==> src/rtl/bph_pkg.sv <==
package bph_pkg;
  localparam int BEAT_W = 9;
  localparam int WORD_W = 16;
  localparam int RAM_W  = 2 * BEAT_W;

  // strobes from control to datapath
  typedef struct packed {
    logic latchHi;     // store first beat
    logic commitIdx;   // second index beat
    logic commitData;  // second data beat
  } ctrl_t;
endpackage

==> src/rtl/bph_sync.sv <==
module bph_sync #(
  parameter int WIDTH = 1,
  parameter int STAGES = 2,
  parameter logic [WIDTH-1:0] RESET_VAL = '0
) (
  input  logic             clk,
  input  logic             rstN,
  input  logic [WIDTH-1:0] din,
  output logic [WIDTH-1:0] dout
);
  logic [WIDTH-1:0] chain [STAGES];

  generate
    for (genvar s = 0; s < STAGES; s++) begin : gStage
      if (s == 0) begin : gFirst
        always_ff @(posedge clk or negedge rstN) begin
          if (!rstN) chain[0] <= RESET_VAL;
          else       chain[0] <= din;
        end
      end else begin : gNext
        always_ff @(posedge clk or negedge rstN) begin
          if (!rstN) chain[s] <= RESET_VAL;
          else       chain[s] <= chain[s-1];
        end
      end
    end
  endgenerate

  assign dout = chain[STAGES-1];
endmodule

==> src/rtl/bph_ctrl.sv <==
module bph_ctrl
  import bph_pkg::*;
#(
  parameter logic [2:0] MODE_CODE = 3'b001
) (
  input  logic       clk,
  input  logic       rstN,
  input  logic [2:0] modeSel,
  input  logic       csS,
  input  logic       rsS,
  input  logic       wrS,
  input  logic       rdS,
  output ctrl_t      ctl,
  output logic       rdSecond
);
  logic modeOk, active;
  logic wrPrev, rdPrev;
  logic wrEvent, rdEvent;
  logic wrSecond, beatRs, pairs;

  assign modeOk  = (modeSel == MODE_CODE);
  assign active  = modeOk && !csS;
  assign wrEvent = active && wrS && !wrPrev;
  assign rdEvent = active && rdS && !rdPrev;
  assign pairs   = wrSecond && (rsS == beatRs);

  always_comb begin
    ctl            = '0;
    ctl.latchHi    = wrEvent && !pairs;
    ctl.commitIdx  = wrEvent && pairs && !rsS;
    ctl.commitData = wrEvent && pairs && rsS;
  end

  always_ff @(posedge clk or negedge rstN) begin
    if (!rstN) begin
      wrPrev   <= 1'b1;
      rdPrev   <= 1'b1;
      wrSecond <= 1'b0;
      rdSecond <= 1'b0;
      beatRs   <= 1'b0;
    end else begin
      wrPrev <= wrS;
      rdPrev <= rdS;
      if (!active) begin
        wrSecond <= 1'b0;
        rdSecond <= 1'b0;
      end else begin
        if (wrEvent) begin
          if (pairs) begin
            wrSecond <= 1'b0;
          end else begin
            wrSecond <= 1'b1;
            beatRs   <= rsS;
          end
        end
        if (rdEvent) rdSecond <= !rdSecond;
      end
    end
  end

  AST_CS_RESTART: assert property (@(posedge clk) disable iff (!rstN)
    csS |=> (!wrSecond && !rdSecond));
  AST_MODE_IDLE: assert property (@(posedge clk) disable iff (!rstN)
    !modeOk |=> (!wrSecond && !rdSecond));
  AST_ONE_ACTION: assert property (@(posedge clk) disable iff (!rstN)
    $onehot0({ctl.latchHi, ctl.commitIdx, ctl.commitData}));
endmodule

==> src/rtl/bph_dpath.sv <==
module bph_dpath
  import bph_pkg::*;
#(
  parameter logic [WORD_W-1:0] RAM_WR_INDEX = 16'h0202
) (
  input  logic              clk,
  input  logic              rstN,
  input  ctrl_t             ctl,
  input  logic [BEAT_W-1:0] dS,
  input  logic              rdSecond,
  input  logic [WORD_W-1:0] readWord,
  output logic [WORD_W-1:0] idxValue,
  output logic              idxLoad,
  output logic              instrWrite,
  output logic [WORD_W-1:0] instrData,
  output logic              ramWrite,
  output logic [RAM_W-1:0]  ramData,
  output logic [BEAT_W-1:0] dbOut
);
  localparam int BYTE_W = BEAT_W - 1;

  logic [BEAT_W-1:0] hiBeat;
  logic              ramSel;
  logic [WORD_W-1:0] byteWord;

  assign ramSel   = (idxValue == RAM_WR_INDEX);
  assign byteWord = {hiBeat[BEAT_W-1:1], dS[BEAT_W-1:1]};

  always_ff @(posedge clk or negedge rstN) begin
    if (!rstN) begin
      hiBeat     <= '0;
      idxValue   <= '0;
      idxLoad    <= 1'b0;
      instrWrite <= 1'b0;
      instrData  <= '0;
      ramWrite   <= 1'b0;
      ramData    <= '0;
    end else begin
      idxLoad    <= 1'b0;
      instrWrite <= 1'b0;
      ramWrite   <= 1'b0;
      if (ctl.latchHi) hiBeat <= dS;
      if (ctl.commitIdx) begin
        idxValue <= byteWord;
        idxLoad  <= 1'b1;
      end
      if (ctl.commitData) begin
        if (ramSel) begin
          ramData  <= {hiBeat, dS};
          ramWrite <= 1'b1;
        end else begin
          instrData  <= byteWord;
          instrWrite <= 1'b1;
        end
      end
    end
  end

  always_comb begin
    if (rdSecond) dbOut = {readWord[BYTE_W-1:0], 1'b0};
    else          dbOut = {readWord[WORD_W-1:BYTE_W], 1'b0};
  end

  AST_IDX_PULSE: assert property (@(posedge clk) disable iff (!rstN)
    idxLoad |=> !idxLoad);
  AST_EXCL_STROBE: assert property (@(posedge clk) disable iff (!rstN)
    $onehot0({idxLoad, instrWrite, ramWrite}));
  AST_RAM_IDX: assert property (@(posedge clk) disable iff (!rstN)
    ramWrite |-> (idxValue == RAM_WR_INDEX));
  AST_INSTR_IDX: assert property (@(posedge clk) disable iff (!rstN)
    instrWrite |-> (idxValue != RAM_WR_INDEX));
endmodule

==> src/rtl/beat_pair_host_port.sv <==
module beat_pair_host_port
  import bph_pkg::*;
#(
  parameter logic [2:0]        MODE_CODE    = 3'b001,
  parameter logic [WORD_W-1:0] RAM_WR_INDEX = 16'h0202,
  parameter int                SYNC_STAGES  = 2
) (
  input  logic              clk,
  input  logic              rstN,
  input  logic [2:0]        modeSel,
  input  logic              csN,
  input  logic              rsel,
  input  logic              wrN,
  input  logic              rdN,
  input  logic [BEAT_W-1:0] dbIn,
  output logic [BEAT_W-1:0] dbOut,
  output logic              dbOe,
  input  logic [WORD_W-1:0] readWord,
  output logic [WORD_W-1:0] idxValue,
  output logic              idxLoad,
  output logic              instrWrite,
  output logic [WORD_W-1:0] instrData,
  output logic              ramWrite,
  output logic [RAM_W-1:0]  ramData
);
  logic [3:0]        busS;
  logic [BEAT_W-1:0] dS;
  ctrl_t             ctl;
  logic              rdSecond;

  bph_sync #(.WIDTH(4), .STAGES(SYNC_STAGES), .RESET_VAL(4'b1011)) uSyncCtl (
    .clk(clk), .rstN(rstN), .din({csN, rsel, wrN, rdN}), .dout(busS));

  bph_sync #(.WIDTH(BEAT_W), .STAGES(SYNC_STAGES), .RESET_VAL('0)) uSyncDat (
    .clk(clk), .rstN(rstN), .din(dbIn), .dout(dS));

  bph_ctrl #(.MODE_CODE(MODE_CODE)) uCtrl (
    .clk(clk), .rstN(rstN), .modeSel(modeSel),
    .csS(busS[3]), .rsS(busS[2]), .wrS(busS[1]), .rdS(busS[0]),
    .ctl(ctl), .rdSecond(rdSecond));

  bph_dpath #(.RAM_WR_INDEX(RAM_WR_INDEX)) uDpath (
    .clk(clk), .rstN(rstN), .ctl(ctl), .dS(dS), .rdSecond(rdSecond),
    .readWord(readWord), .idxValue(idxValue), .idxLoad(idxLoad),
    .instrWrite(instrWrite), .instrData(instrData),
    .ramWrite(ramWrite), .ramData(ramData), .dbOut(dbOut));

  assign dbOe = (modeSel == MODE_CODE) && !csN && !rdN;
endmodule

==> config.mk <==
export PLATFORM = sky130hd
export DESIGN_NAME = beat_pair_host_port
export DESIGN_NICKNAME = d
export VERILOG_FILES = /design/src/rtl/bph_pkg.sv /design/src/rtl/bph_sync.sv /design/src/rtl/bph_ctrl.sv /design/src/rtl/bph_dpath.sv /design/src/rtl/beat_pair_host_port.sv
export SDC_FILE = /design/constraint.sdc
export NUM_CORES = 1
export LEC_CHECK = 0
export BUFFER_PORTS_ARGS = -buffer_cell sky130_fd_sc_hd__buf_2
export CAP_MARGIN = 5
export CORE_UTILIZATION = 40
export CTS_CLUSTER_SIZE = 25
export DETAILED_ROUTE_END_ITERATION = 6
export PLACE_DENSITY_LB_ADDON = 0.1
export SLEW_MARGIN = 5
export SYNTH_ARGS = -nofsm -noshare
export SYNTH_HDL_FRONTEND = slang
export SYNTH_SLANG_ARGS = --single-unit
==> constraint.sdc <==
create_clock -name clk -period 5.4 [get_ports clk]
set_input_delay 1.08 -clock clk [delete_from_list [all_inputs] [get_ports clk]]
set_output_delay 1.08 -clock clk [all_outputs]
set_load 0.1 [all_outputs]
==> metrics.csv <==
metric;value;unit
grt_first_pass_wirelength;10400;µm
holdWs;0.354;ns
finalSetupTns;0;ns
dp_hpwl;4390;µm
timing.final.hold_violations;0;
sequential_element_share_of_the_synthesized_area;0.675;
synth_largest_type_area_fraction;0.614;
clock_sink_count;93;
worstHoldPathCells;0;
final_period_minus_worst_setup_slack;3.07;ns
post-layout-total-power;1300;µW
cts_buffers;9;
area_of_the_die;0.00904;mm²
layout_worst_path_cycle_share;0.568;
design.portCount;97;
timing.setup.critical_path_class;in -> out;
synth_enable_flop_cells;0;
worstHoldStart;uSyncCtl.chain[6];
multi_input_gate_area;0.00105;mm²
area_growth;21.6;%
ys_top_cells_by_count;85 x sky130_fd_sc_hd__dfrtp_1, 57 x sky130_fd_sc_hd__mux2_2, 11 x sky130_fd_sc_hd__mux2_4;
grt_setup_unrepaired;false;
max_slew_margin;0.276;
start_util;0.417;
synth_top_cell_by_area;sky130_fd_sc_hd__dfrtp_1;
reg2reg_setup_slack;2.96;ns
layout.area.seq;0.00234;mm²
arrival;1.99;ns
timing.critical_path.to_type;output pin;
fp.coreArea;0.00830;mm²
die_width;95.1;µm
synth_top_cells_by_area;sky130_fd_sc_hd__dfrtp_1 61%, sky130_fd_sc_hd__mux2_2 19%, sky130_fd_sc_hd__dfstp_2 6.1%, sky130_fd_sc_hd__mux2_4 4.8%, sky130_fd_sc_hd__buf_6 0.98%;
net-switching-power;317;µW
rr_worst_depth;4;
final-max-slew-violation-count;0;
largest_family_of_logic_cells_by_synthesized_area;multiplexers;
first_pass_iteration_count_of_the_detailed_router;2;
postCtsSetupRepairBufs;0;
synth_xor_xnor_area_share;0.00253;
timing.critical_path.from_type;input port;
required;4.32;ns
filler_cell_count;740;
hold_end;uSyncCtl.dout[2];
grt_max_degree;54;
async_flop_share;1.00;
synth.net_count;230;
clock_path_buffers;2;
finish.cell_count_without_fillers;406;
leakagePower;0.00223;µW
crit_fanout;2;
grt_pass1_vias;1962;
diodes;0;
share_of_the_synthesized_area_in_compound_gates_ao_oa_aoi_oai;0.00433;
ys_seq_elements;93;
adder_cell_area_share_of_the_yosys_netlist;0;
post_route_cells_drive_above_1_share;0.661;
tightest_slew;1.08;ns
max_cap_viol_count;0;
pwr_density_cell;308;mW/mm²
placed_instances;390;
route.antenna.remaining_nets;0;
floorplan.die.height;95.1;µm
worstHoldPathType;reg -> reg;
synth_ff_type;sky130_fd_sc_hd__dfrtp_1;
drt_first_iter_violations;25;
synth_cell_types;27;
wl;6360;µm
gp_congestion;0.696;
root_buffer;sky130_fd_sc_hd__clkbuf_8;
yosys_warnings;0;
vias;1919;
utilization;0.508;
post_drt_wl_per_cell;15.7;µm
internal_power;981;µW
muxShareOfSynthArea;0.233;
core.rowCount;33;
r2r_start;uSyncCtl.dout[1];
clk_pin_slew;0.08;ns
worst_skew_pair.late_latency;0.35;ns
number_of_nets_in_the_layout;330;
run_status;completed;
vias_per_cell;4.73;
htree_levels;3;
timing.fmax;0.326;GHz
comb_power_share;0.068;
synthSimpleGateAreaFrac;0.0625;
ctsHoldBuffers;0;
post_cts.resized_instances;0;
share_clk_of_total_power;0.358;
syn-cell-area;0.00346;mm²
synthMostInstantiatedCell;sky130_fd_sc_hd__dfrtp_1;
groute.usage.overall;0.154;
power_frac_seq;0.574;
drc;0;
finalSetupViolations;0;
tritoncts;yes;
buffer_ports.inserted;95;
antenna_found_initial;0;
irDropWorstVdd;0.000138;V
critical_path.reg2reg.endpoint;uDpath.hiBeat[8];
swShare;0.244;
clock-skew-final;0.0126;ns
congestion_overflow_gr;0;
post_synth.cell_area_avg;17.7;µm²
syn-instance-count;196;
[worst max-delay path, cell delays in order]
cell and delay [ns]:
sky130_fd_sc_hd__buf_2 0.12, sky130_fd_sc_hd__nand2b_1 0.14, sky130_fd_sc_hd__nor4_1 0.18, sky130_fd_sc_hd__buf_2 0.47
[state kept, by name (all words and copies together), names as in the netlist, 4 cells and up]
| register | cells |
|---|---|
| uSyncCtl.dout | 4 |
| uDpath.hiBeat | 9 |
| uDpath.instrData | 16 |
| uDpath.idxValue | 16 |
| uSyncDat.dout | 9 |
| uDpath.ramData | 18 |
| uSyncCtl.chain | 4 |
| uSyncDat.chain | 9 |
[worst max path at each step]
stage / from / endpoint / slack, ns
final: modeSel[1] / dbOe / 2.33
after CTS: modeSel[1] / dbOe / 2.32
after floorplan: csN / dbOe / 0.28
after global placement: modeSel[1] / uDpath.hiBeat[0] / 2.22
after detailed placement: modeSel[1] / uDpath.instrData[1] / 2.17
after global routing: modeSel[1] / dbOe / 2.27
[area by class of cell]
class / instances / area share
flip-flops and latches: 93 / 0.555
multi-input cells: 95 / 0.250
repair buffers: 96 / 0.115
clock buffers: 11 / 0.0336
well taps: 105 / 0.0312
clock inverters: 5 / 0.0145
inverters: 1 / 0.000891
[kinds of logic (layout without fill, tap and decap cells)]
| kind of cell | after synthesis | in the layout |
|---|---|---|
| XOR/XNOR | 1 | 1 |
| buffers and inverters | 8 | 113 |
| other | 1 | 1 |
| multiplexers | 68 | 68 |
| flip-flops | 93 | 93 |
| AO/OA/AOI/OAI | 2 | 2 |
| AND/OR/NAND/NOR | 23 | 23 |
[layout by cell type (no fill, tap or decap), types with 2 or more instances in the layout]
| master | count |
|---|---|
| sky130_fd_sc_hd__and2_1 | 2 |
| sky130_fd_sc_hd__buf_4 | 2 |
| sky130_fd_sc_hd__nor2_1 | 2 |
| sky130_fd_sc_hd__dfstp_2 | 8 |
| sky130_fd_sc_hd__clkbuf_8 | 10 |
| sky130_fd_sc_hd__nor4_2 | 2 |
| sky130_fd_sc_hd__buf_2 | 94 |
| sky130_fd_sc_hd__nand2b_1 | 2 |
| sky130_fd_sc_hd__nand4_2 | 2 |
| sky130_fd_sc_hd__dfrtp_1 | 85 |
| sky130_fd_sc_hd__mux2_2 | 57 |
| sky130_fd_sc_hd__nor4b_2 | 2 |
| sky130_fd_sc_hd__nor2b_1 | 3 |
| sky130_fd_sc_hd__mux2_4 | 11 |
| sky130_fd_sc_hd__clkinvlp_4 | 3 |
[metal layers]
metal / routed length [µm] / global-route usage
met5: 0 / 0
met1: 3060 / 0.224
met2: 2850 / 0.221
met4: 100 / 0.0758
met3: 351 / 0.0287
[through the flow]
stage,cell area [µm²],setup WS (ns)
after global placement,4010,2.22
after global routing,4210,2.27
after CTS,4210,2.32
after floorplan,3460,0.281
after detailed placement,4010,2.17
final,4210,2.33
[power by group through the flow]
stage | Sequential (µW) | Combinational (µW) | Clock (µW)
after global routing | 751 | 95.5 | 504
after CTS | 746 | 89.8 | 480
final | 746 | 87.7 | 465
after floorplan | 754 | 54.5 | 0
after global placement | 759 | 88.6 | 0
after detailed placement | 760 | 89.6 | 0
Note: power is estimated with default switching activity, not from simulation.
